### config.mk
export PLATFORM = sky130hd
export DESIGN_NAME = vec_magnitude
export DESIGN_NICKNAME = d
export VERILOG_FILES = /design/src/rtl/vmag_pkg.sv /design/src/rtl/vmag_ctrl.sv /design/src/rtl/vmag_sumsq.sv /design/src/rtl/vmag_isqrt.sv /design/src/rtl/vec_magnitude.sv
export SDC_FILE = /design/constraint.sdc
export NUM_CORES = 2
export LEC_CHECK = 0
export ABC_AREA = 1
export BUFFER_PORTS_ARGS = -buffer_cell sky130_fd_sc_hd__buf_2
export CAP_MARGIN = 40
export CORE_ASPECT_RATIO = 0.75
export CORE_MARGIN = 1
export CORE_UTILIZATION = 38
export DETAILED_ROUTE_END_ITERATION = 6
export GPL_ROUTABILITY_DRIVEN = 0
export PLACE_DENSITY_LB_ADDON = 0.05
export SETUP_SLACK_MARGIN = 0.4
export SYNTH_ARGS = -nofsm -noshare
export SYNTH_HDL_FRONTEND = slang
export SYNTH_SLANG_ARGS = --single-unit
### constraint.sdc
create_clock -name clk -period 19.2 [get_ports clk]
set_input_delay 3.84 -clock clk [delete_from_list [all_inputs] [get_ports clk]]
set_output_delay 3.84 -clock clk [all_outputs]
set_load 0.01 [all_outputs]
### src/rtl/vmag_pkg.sv
package vmag_pkg;

  typedef enum logic [1:0] {
    ST_IDLE,
    ST_ACC,
    ST_LOAD,
    ST_ROOT
  } vmag_state_e;

  typedef enum logic [1:0] {
    RT_IDLE,
    RT_SCAN,
    RT_STEP
  } vmag_root_e;

endpackage

### src/rtl/vmag_ctrl.sv
module vmag_ctrl
  import vmag_pkg::*;
#(
  parameter int CNT_W = 9
) (
  input  logic             clk,
  input  logic             rst,
  input  logic             start_i,
  input  logic [CNT_W-1:0] count_i,
  input  logic             elem_valid_i,
  input  logic             root_fin_i,
  output logic             clr_o,
  output logic             acc_en_o,
  output logic             root_load_o,
  output logic             busy_o
);

  vmag_state_e      state_q;
  logic [CNT_W-1:0] left_q;

  always_comb begin
    clr_o       = (state_q == ST_IDLE) && start_i;
    acc_en_o    = (state_q == ST_ACC) && elem_valid_i;
    root_load_o = (state_q == ST_LOAD);
    busy_o      = (state_q != ST_IDLE);
  end

  always_ff @(posedge clk) begin
    if (rst) begin
      state_q <= ST_IDLE;
      left_q  <= '0;
    end else begin
      case (state_q)
        ST_IDLE: begin
          if (start_i) begin
            left_q  <= count_i;
            state_q <= (count_i == '0) ? ST_LOAD : ST_ACC;
          end
        end
        ST_ACC: begin
          if (elem_valid_i) begin
            left_q <= left_q - 1'b1;
            if (left_q == CNT_W'(1)) state_q <= ST_LOAD;
          end
        end
        ST_LOAD: state_q <= ST_ROOT;
        ST_ROOT: begin
          if (root_fin_i) state_q <= ST_IDLE;
        end
        default: state_q <= ST_IDLE;
      endcase
    end
  end

endmodule

### src/rtl/vmag_sumsq.sv
module vmag_sumsq #(
  parameter int ELEM_W = 32,
  parameter int ACC_W  = 72
) (
  input  logic              clk,
  input  logic              rst,
  input  logic              clr_i,
  input  logic              en_i,
  input  logic [ELEM_W-1:0] elem_i,
  output logic [ACC_W-1:0]  sum_o
);

  localparam int SQ_W  = 2 * ELEM_W;
  localparam int PAD_W = ACC_W - SQ_W;

  logic [ELEM_W-1:0] abs_v;
  logic [SQ_W-1:0]   sq_v;
  logic [ACC_W-1:0]  acc_q;

  always_comb begin
    abs_v = elem_i[ELEM_W-1] ? ((~elem_i) + ELEM_W'(1)) : elem_i;
    sq_v  = {{ELEM_W{1'b0}}, abs_v} * {{ELEM_W{1'b0}}, abs_v};
  end

  always_ff @(posedge clk) begin
    if (rst || clr_i) begin
      acc_q <= '0;
    end else if (en_i) begin
      acc_q <= acc_q + {{PAD_W{1'b0}}, sq_v};
    end
  end

  assign sum_o = acc_q;

endmodule

### src/rtl/vmag_isqrt.sv
module vmag_isqrt
  import vmag_pkg::*;
#(
  parameter int ACC_W = 72
) (
  input  logic               clk,
  input  logic               rst,
  input  logic               load_i,
  input  logic [ACC_W-1:0]   sum_i,
  output logic               fin_o,
  output logic [ACC_W/2-1:0] root_o
);

  localparam int ROOT_W = ACC_W / 2;
  localparam logic [ACC_W-1:0] TRIAL_TOP = ACC_W'(1) << (ACC_W - 2);

  vmag_root_e       phase_q;
  logic [ACC_W-1:0] rem_q;
  logic [ACC_W-1:0] res_q;
  logic [ACC_W-1:0] trial_q;
  logic [ACC_W-1:0] cand;
  logic             unused_hi;

  assign cand      = res_q + trial_q;
  assign root_o    = res_q[ROOT_W-1:0];
  assign unused_hi = ^res_q[ACC_W-1:ROOT_W];

  always_ff @(posedge clk) begin
    if (rst) begin
      phase_q <= RT_IDLE;
      rem_q   <= '0;
      res_q   <= '0;
      trial_q <= '0;
      fin_o   <= 1'b0;
    end else begin
      fin_o <= 1'b0;
      if (load_i) begin
        rem_q   <= sum_i;
        res_q   <= '0;
        trial_q <= TRIAL_TOP;
        phase_q <= RT_SCAN;
      end else begin
        case (phase_q)
          RT_SCAN: begin
            if (trial_q == '0) begin
              phase_q <= RT_IDLE;
              fin_o   <= 1'b1;
            end else if (trial_q > rem_q) begin
              trial_q <= trial_q >> 2;
            end else begin
              phase_q <= RT_STEP;
            end
          end
          RT_STEP: begin
            if (trial_q == '0) begin
              phase_q <= RT_IDLE;
              fin_o   <= 1'b1;
            end else begin
              if (rem_q >= cand) begin
                rem_q <= rem_q - cand;
                res_q <= (res_q >> 1) + trial_q;
              end else begin
                res_q <= res_q >> 1;
              end
              trial_q <= trial_q >> 2;
            end
          end
          default: ;
        endcase
      end
    end
  end

endmodule

### src/rtl/vec_magnitude.sv
module vec_magnitude #(
  parameter int ELEM_W    = 32,
  parameter int MAX_ELEMS = 256,
  localparam int CNT_W    = $clog2(MAX_ELEMS + 1),
  localparam int GUARD_W  = $clog2(MAX_ELEMS),
  localparam int ACC_W    = 2 * ELEM_W + GUARD_W,
  localparam int ROOT_W   = ACC_W / 2
) (
  input  logic              clk,
  input  logic              rst,
  input  logic              start_i,
  input  logic [CNT_W-1:0]  count_i,
  input  logic              elem_valid_i,
  input  logic [ELEM_W-1:0] elem_i,
  output logic              busy_o,
  output logic              done_o,
  output logic [ROOT_W-1:0] mag_o
);

  logic              clr, acc_en, root_load, root_fin;
  logic [ACC_W-1:0]  sum;
  logic [ROOT_W-1:0] root;

  vmag_ctrl #(.CNT_W(CNT_W)) u_ctrl (
    .clk          (clk),
    .rst          (rst),
    .start_i      (start_i),
    .count_i      (count_i),
    .elem_valid_i (elem_valid_i),
    .root_fin_i   (root_fin),
    .clr_o        (clr),
    .acc_en_o     (acc_en),
    .root_load_o  (root_load),
    .busy_o       (busy_o)
  );

  vmag_sumsq #(.ELEM_W(ELEM_W), .ACC_W(ACC_W)) u_sumsq (
    .clk    (clk),
    .rst    (rst),
    .clr_i  (clr),
    .en_i   (acc_en),
    .elem_i (elem_i),
    .sum_o  (sum)
  );

  vmag_isqrt #(.ACC_W(ACC_W)) u_isqrt (
    .clk    (clk),
    .rst    (rst),
    .load_i (root_load),
    .sum_i  (sum),
    .fin_o  (root_fin),
    .root_o (root)
  );

  always_ff @(posedge clk) begin
    if (rst) begin
      done_o <= 1'b0;
      mag_o  <= '0;
    end else begin
      done_o <= root_fin;
      if (root_fin) mag_o <= root;
    end
  end

endmodule

* Word-level counts from Yosys, hierarchy flattened
Index checks and enable logic that the tools add are counted.
Widths: inputs -> output; s select.
** Word-level totals
- Output and inout bits :: 38
- Bits of input ports :: 45
- Flip-flop bits (word level) :: 339
- Logic and storage cells :: 94
** Operators by class
- Bitwise logic cells :: 3
- $lt $le $gt $ge :: 2
- $mul :: 1
- Mux-type cells :: 26
- Add/subtract/negate cells :: 6
- Equality and inequality tests :: 21
- Reductions and logical operators :: 23
** Operators by type and width (count)
- $mux 72 :: 8
- $pmux 72 s2 :: 1
- $add 71x72->72 :: 1
- $add 72x64->72 :: 1
- $add 72x72->72 :: 1
- $ge 72x72->1 :: 1
- $gt 72x72->1 :: 1
- $logic_not 72->1 :: 1
- $sub 72x72->72 :: 1
- $mux 71 :: 1
- $mul 32x32->64 :: 1
- $add 32x1->32 const B :: 1
- $mux 32 :: 1
- $not 32->32 :: 1
- $mux 9 :: 2
- $pmux 9 s2 :: 1
- $mux 2 :: 8
- $ne 2x2->1 const B :: 6
- $reduce_and 3->1 :: 4
- $reduce_and 4->1 :: 3
- $reduce_bool 2->1 :: 5
- $eq 9x1->1 const B :: 1
- $logic_not 9->1 :: 1
- $ne 3x3->1 const B :: 3
- other kinds (17) :: 27

* Longest topological paths before layout
- Depth after elaboration :: 6
- Depth in mapped cells :: 45
- Gate-level depth less buffers :: 42

* By module
A second synthesis with hierarchy kept.
** Unflattened totals
- Cell total of the unflattened synthesis :: 9597
- Area total of the unflattened synthesis :: 63308.2 um2
** By module, submodules not included
- vmag_sumsq :: cells each 4626, times used 1, seq. area each 1441.4 um2, area an instance 36127.1 um2
- vmag_isqrt :: cells each 4594, times used 1, seq. area each 3663.5 um2, area an instance 24722.5 um2
- vec_magnitude :: cells each 231, times used 1, seq. area each 740.7 um2, area an instance 1547.7 um2
- vmag_ctrl :: cells each 146, times used 1, seq. area each 220.2 um2, area an instance 910.9 um2

* Worst setup path after synthesis
No wires, ideal clock.
- Kind :: input -> register
- Start point :: input port elem_i[0]
- End point :: register u_sumsq.acc_q[37] (netlist: u_sumsq.sum_o[37])
- Path buffers :: 2
- Setup time :: 109 ps
- Data required time :: 19091 ps
- Path slack :: 7557 ps
- Arrival :: 11534 ps
- Stages on the path :: 41
- Cell sequence :: clkinv_1 > clkbuf_1 > ha_1 > inv_1 > nor3_2 > inv_1 > nor2_1 > nand4_1 > xor2_1 > nand2_1 > o21ai_1 > clkbuf_1 > nor2_1 > fa_1 > inv_1 > fa_1 > inv_1 > fa_1 > [... 5 more ...] > fa_1 > inv_1 > fa_1 > inv_1 > ha_1 > nand2_1 > nor2_1 > inv_1 > nor2_1 > inv_1 > nor3_1 > nand3_1 > nor2_1 > o21ai_0 > inv_1 > o21ai_0 > nand2_1 > inv_1
** Between the ends
- Cells in the longest elaborated chain, start to end :: 5
** Ends and longest elaborated chain
- start, declared :: RTL line vec_magnitude.sv:14 : input logic [ELEM_W-1:0] elem_i,
- $not 32->32 :: RTL line vmag_sumsq.sv:21 : abs_v = elem_i[ELEM_W-1] ? ((~elem_i) + ELEM_W'(1)) : elem_i;
- $add 32x1->32 :: RTL line vmag_sumsq.sv:21
- $mux 32 (*) :: RTL line vmag_sumsq.sv:21
- $mul 32x32->64 (*) :: RTL line vmag_sumsq.sv:22 : sq_v = {{ELEM_W{1'b0}}, abs_v} * {{ELEM_W{1'b0}}, abs_v};
- $add 72x64->72 (*) :: RTL line vmag_sumsq.sv:29 : acc_q <= acc_q + {{PAD_W{1'b0}}, sq_v};
- end signal, assigned :: RTL line vmag_sumsq.sv:29
- end, declared :: RTL line vmag_sumsq.sv:18 : logic [ACC_W-1:0] acc_q;
Every way passes the cells marked *; elsewhere a longest branch is shown, timed or not.
A chain may end at the register's enable or synchronous reset.

* Worst setup path in the final report
- Start point :: input port elem_i[31]
- End point :: register u_sumsq.acc_q[37] (netlist: u_sumsq.sum_o[37])
Same word-level chain as after synthesis.

==> impl_results.html <==
<table>
<tr><th>Metric</th><th>Value</th></tr>
<tr><th colspan="2">Routing</th></tr>
<tr><td>Routed WL per cell</td><td>around 22 um</td></tr>
<tr><td>DRC Markers</td><td>4</td></tr>
<tr><td>Post-detailed-route count of antenna-violating nets</td><td>0</td></tr>
<tr><td>Number of optimization iterations in the first detailed-route pass</td><td>7</td></tr>
<tr><td>Via count</td><td>58220</td></tr>
<tr><td>Vias per std cell</td><td>between 5 and 6</td></tr>
<tr><td>Detailed Route Iter0 Violations</td><td>approximately 6700</td></tr>
<tr><td>Routed wire length</td><td>approximately 250 mm</td></tr>
<tr><th colspan="2">Final layout</th></tr>
<tr><td>Area used by multi-input combinational logic</td><td>around 46000 sq um</td></tr>
<tr><td>Final design instance area without fill</td><td>~65000 sq um</td></tr>
<tr><td>Fill cell count</td><td>17160</td></tr>
<tr><td>Sequential standard cell area</td><td>slightly above 6000 sq um</td></tr>
<tr><td>Synth-to-Final Area Change</td><td>6.823%</td></tr>
<tr><td>Nets</td><td>10450</td></tr>
<tr><td>Finished Core Util</td><td>40.90%</td></tr>
<tr><td>Fraction of final layout cells sized beyond drive strength 1</td><td>between 3 and 4%</td></tr>
<tr><th colspan="2">Floorplanning</th></tr>
<tr><td>Die Span X</td><td>between 400 and 500 um</td></tr>
<tr><td>Ports</td><td>83</td></tr>
<tr><td>Core region area</td><td>~160000 sq um</td></tr>
<tr><td>Initial Util</td><td>roughly two fifths</td></tr>
<tr><td>Die height</td><td>approximately 350 um</td></tr>
<tr><td>Full die area</td><td>around 160000 sq um</td></tr>
<tr><td>Standard-cell rows</td><td>between 100 and 150</td></tr>
<tr><th colspan="2">Clocking</th></tr>
<tr><td>Number of gates resized after cts</td><td>0</td></tr>
<tr><td>Number of buffers added for setup after CTS</td><td>0</td></tr>
<tr><td>Cell chosen for the clock root</td><td>clkbuf_16</td></tr>
<tr><td>Clock transition at the registers of the reported paths</td><td>70 ps</td></tr>
<tr><td>Buffer levels on the longest clock path</td><td>3</td></tr>
<tr><td>Clock buffer count from CTS</td><td>39</td></tr>
<tr><td>Clock latency of the later-clocked register in the worst-skew pair</td><td>620 ps</td></tr>
<tr><td>CTS tree</td><td>yes</td></tr>
<tr><td>Number of clock sinks</td><td>303</td></tr>
<tr><td>Level count of the clock H-tree</td><td>2</td></tr>
<tr><td>Cts hold-fix bufs</td><td>0</td></tr>
<tr><th colspan="2">Placement</th></tr>
<tr><td>Count of buffers inserted at the top-level ports</td><td>a little over 80</td></tr>
<tr><td>Post-DP Area</td><td>64100 sq um</td></tr>
<tr><td>Sum of net half-perimeters after detailed placement</td><td>210.6 mm</td></tr>
<tr><th colspan="2">Setup path</th></tr>
<tr><td>Total number of cells along the worst setup path</td><td>36</td></tr>
<tr><td>Critical setup path kind</td><td>input pin to register</td></tr>
<tr><td>Crit path required time</td><td>19700 ps</td></tr>
<tr><td>Cell with the most instances on the worst path</td><td>inv_1</td></tr>
<tr><td>CP arrival</td><td>13890 ps</td></tr>
<tr><td>Number of buffer and inverter stages on the critical path</td><td>15</td></tr>
<tr><td>Maximum cell stage delay along the critical path</td><td>550 ps</td></tr>
<tr><td>Startpoint class of the critical path</td><td>input pin</td></tr>
<tr><td>Reg2reg path depth</td><td>23</td></tr>
<tr><td>Max stage delay cell, worst path</td><td>fa_1</td></tr>
<tr><td>Largest fanout of any net on the critical path</td><td>33</td></tr>
<tr><td>Category of the worst setup path capture point</td><td>register</td></tr>
<tr><td>Cell type group with the largest total delay on the critical path</td><td>adder cells</td></tr>
<tr><th colspan="2">Logic synthesis</th></tr>
<tr><td>#FFs+latches synth</td><td>between 300 and 400</td></tr>
<tr><td>Sequential share of the synthesized area</td><td>approximately 9.9%</td></tr>
<tr><td>Fraction of synthesized cell area taken by the top area cell type</td><td>about 29%</td></tr>
<tr><td>Synth Cell Area</td><td>61260 sq um</td></tr>
<tr><td>Number of instances in the synthesized netlist</td><td>slightly above 9000</td></tr>
<tr><td>Distinct cell type count after synthesis</td><td>61</td></tr>
<tr><td>Yosys top cell by area</td><td>fa_1</td></tr>
<tr><td>Number of enable-type register cells in the synthesized netlist</td><td>0</td></tr>
<tr><td>Primary FF master, synth</td><td>dfxtp_1</td></tr>
<tr><td>Mapped Avg Cell Area</td><td>6.752 sq um</td></tr>
<tr><td>Post-synth ARST share</td><td>0%</td></tr>
<tr><td>Largest cells by area after synthesis</td><td>fa_1 29%, inv_1 13%, nand2_1 12%</td></tr>
<tr><td>Number of warnings issued by yosys</td><td>0</td></tr>
<tr><th colspan="2">Global route</th></tr>
<tr><td>Number of antenna violations at the first check in global routing</td><td>10</td></tr>
<tr><td>Met1 track demand over resource</td><td>roughly 48%</td></tr>
<tr><td>Number of global-route vias before repair</td><td>between 50000 and 60000</td></tr>
<tr><td>Maximum number of pins on one net before global-route repair</td><td>70</td></tr>
<tr><td>Global-route met3 utilization</td><td>about 10%</td></tr>
<tr><td>Most used routing layer</td><td>met1</td></tr>
<tr><td>GRT overflow</td><td>0</td></tr>
<tr><td>Aggregate global-route resource usage</td><td>30.44%</td></tr>
<tr><td>Wire length of the first global-routing pass</td><td>367.0 mm</td></tr>
<tr><td>GR Util met2</td><td>roughly two fifths</td></tr>
<tr><th colspan="2">Flow run</th></tr>
<tr><td>Reported max-cap violation count</td><td>0</td></tr>
<tr><th colspan="2">STA</th></tr>
<tr><td>Count of final max-slew check failures</td><td>0</td></tr>
<tr><td>Worst relative slew slack</td><td>approximately a third</td></tr>
<tr><td>Unrepaired setup endpoints after global routing</td><td>false</td></tr>
<tr><td>Hold Fails Final Rpt</td><td>0</td></tr>
<tr><td>Endpoints failing setup</td><td>0</td></tr>
<tr><td>Aggregate negative setup slack</td><td>0 ps</td></tr>
<tr><td>Final period demand of the worst path</td><td>13390 ps</td></tr>
<tr><td>Final worst clock skew</td><td>42.28 ps</td></tr>
<tr><td>Highest achievable clock rate</td><td>around 0.075 GHz</td></tr>
<tr><td>Fin crit share</td><td>between 60% and 70%</td></tr>
<tr><td>Actual slew at the worst max-slew pin</td><td>998.8 ps</td></tr>
<tr><th colspan="2">Run status</th></tr>
<tr><td>Outcome</td><td>complete, but fails checks</td></tr>
<tr><td>Violations in the final reports</td><td>design-rule violations</td></tr>
<tr><th colspan="2">Worst hold path</th></tr>
<tr><td>Type of the tightest min-delay check</td><td>register to register</td></tr>
<tr><td>Hold Crit Depth</td><td>2</td></tr>
</table>
-- area by class of cell --
cell class / instances / share of cell area (%)
multi-input cells: 6431 / 70.76
clock buffers: 47 / 1.616
well taps: 2128 / 4.068
diodes: 4 / 0.01529
flip-flops and latches: 303 / 9.271
inverters: 2145 / 12.31
clock inverters: 23 / 0.3977
repair buffers: 155 / 1.562
-- sequential cells by signal, summed over array words and instances, names as in the netlist --
name / count
u_isqrt.rem_q: 72
u_isqrt.res_q: 72
u_sumsq.sum_o: 72
mag_o: 36
u_isqrt.trial_q: 36
u_ctrl.left_q: 9
u_ctrl.state_q: 2
u_isqrt.phase_q: 2
done_o: 1
u_isqrt.fin_o: 1
-- worst reg2reg max path: cells and delay by family, from the launching register on --
| kind | cells | cell delay (ps) |
|---|---|---|
| compound gates | 5 | 1580 |
| xor+xnor | 1 | 210 |
| fa+ha+maj | 3 | 1540 |
| flops | 1 | 390 |
| simple gates | 14 | 3890 |
-- synth_stat cells (all sizes together) (2+ instances only) --
master,instances
nor4,26
a22oi,2
a31o,2
inv,2135
o21ai,496
nand2b,2
a21oi,494
dfxtp,303
and2,6
a221oi,2
o21a,13
clkinv,10
o221ai,4
fa,874
conb,2
nand2,1940
o22ai,2
or2,15
o31ai,3
a211oi,8
o21bai,41
ha,454
a21o,39
nand3,407
xor2,115
buf,81
and3,2
nand4,59
clkbuf,137
a31oi,28
nand3b,34
nor2,1171
o211ai,10
xnor2,63
nor3,79
a21boi,10
-- kinds of logic (layout without fill, tap and decap cells) --
family,Yosys count,in the layout,share of synthesized area (%)
AOI/OAI and AO/OA,1157,1157,10.12
buffers and inverters,2363,2370,14.74
adders and majority gates,1328,1328,37.83
other,2,29,0.01226
and+or+nand+nor,3743,3743,24.85
xor gates and xnor gates,178,178,2.545
DFF,303,303,9.901
-- worst paths after layout --
| kind | startpoint | endpoint | slack (ps) |
|---|---|---|---|
| setup reg to reg | u_isqrt.res_q[0] | u_isqrt.rem_q[41] | 11490 |
| hold reg to reg | u_isqrt.phase_q[0] | u_isqrt.phase_q[0] | 480 |
| setup / recovery | elem_i[31] | u_sumsq.sum_o[37] | 5810 |
| hold / removal | u_isqrt.phase_q[0] | u_isqrt.phase_q[0] | 480 |
-- cells in the final DEF (no fill, tap or decap), types with 57 or more instances in the layout --
| master | instances |
|---|---|
| a21oi_1 | 493 |
| xor2_1 | 114 |
| inv_1 | 2100 |
| fa_1 | 874 |
| xnor2_1 | 63 |
| buf_4 | 67 |
| dfxtp_1 | 302 |
| ha_1 | 453 |
| o21ai_0 | 438 |
| nand3_1 | 405 |
| nand4_1 | 57 |
| buf_2 | 83 |
| nor3_1 | 74 |
| nand2_1 | 1926 |
| nor2_1 | 1150 |
-- layer usage --
metal | share of wire, % | wire length [um]
met5 | 0.065 | 162
met4 | 0.79 | 1967
met3 | 12 | 30270
met2 | 37 | 92080
met1 | 50 | 124400
-- metrics by stage --
| step | cells | hold slack, ps | setup WS [ps] |
|---|---|---|---|
| finish | 11240 | 484.8 | 5812 |
| detailed placement | 11160 | 477.4 | 5414 |
| global placement | 11150 | 470.1 | 5366 |
| floorplan | 9097 | 452.2 | 7557 |
| CTS | 11230 | 486.7 | 6012 |
| global route | 11230 | 514.6 | 5259 |
Power is left out: the tool's default activity adds up to more than one toggle a clock period on the data nets, which glitch-free logic cannot reach.
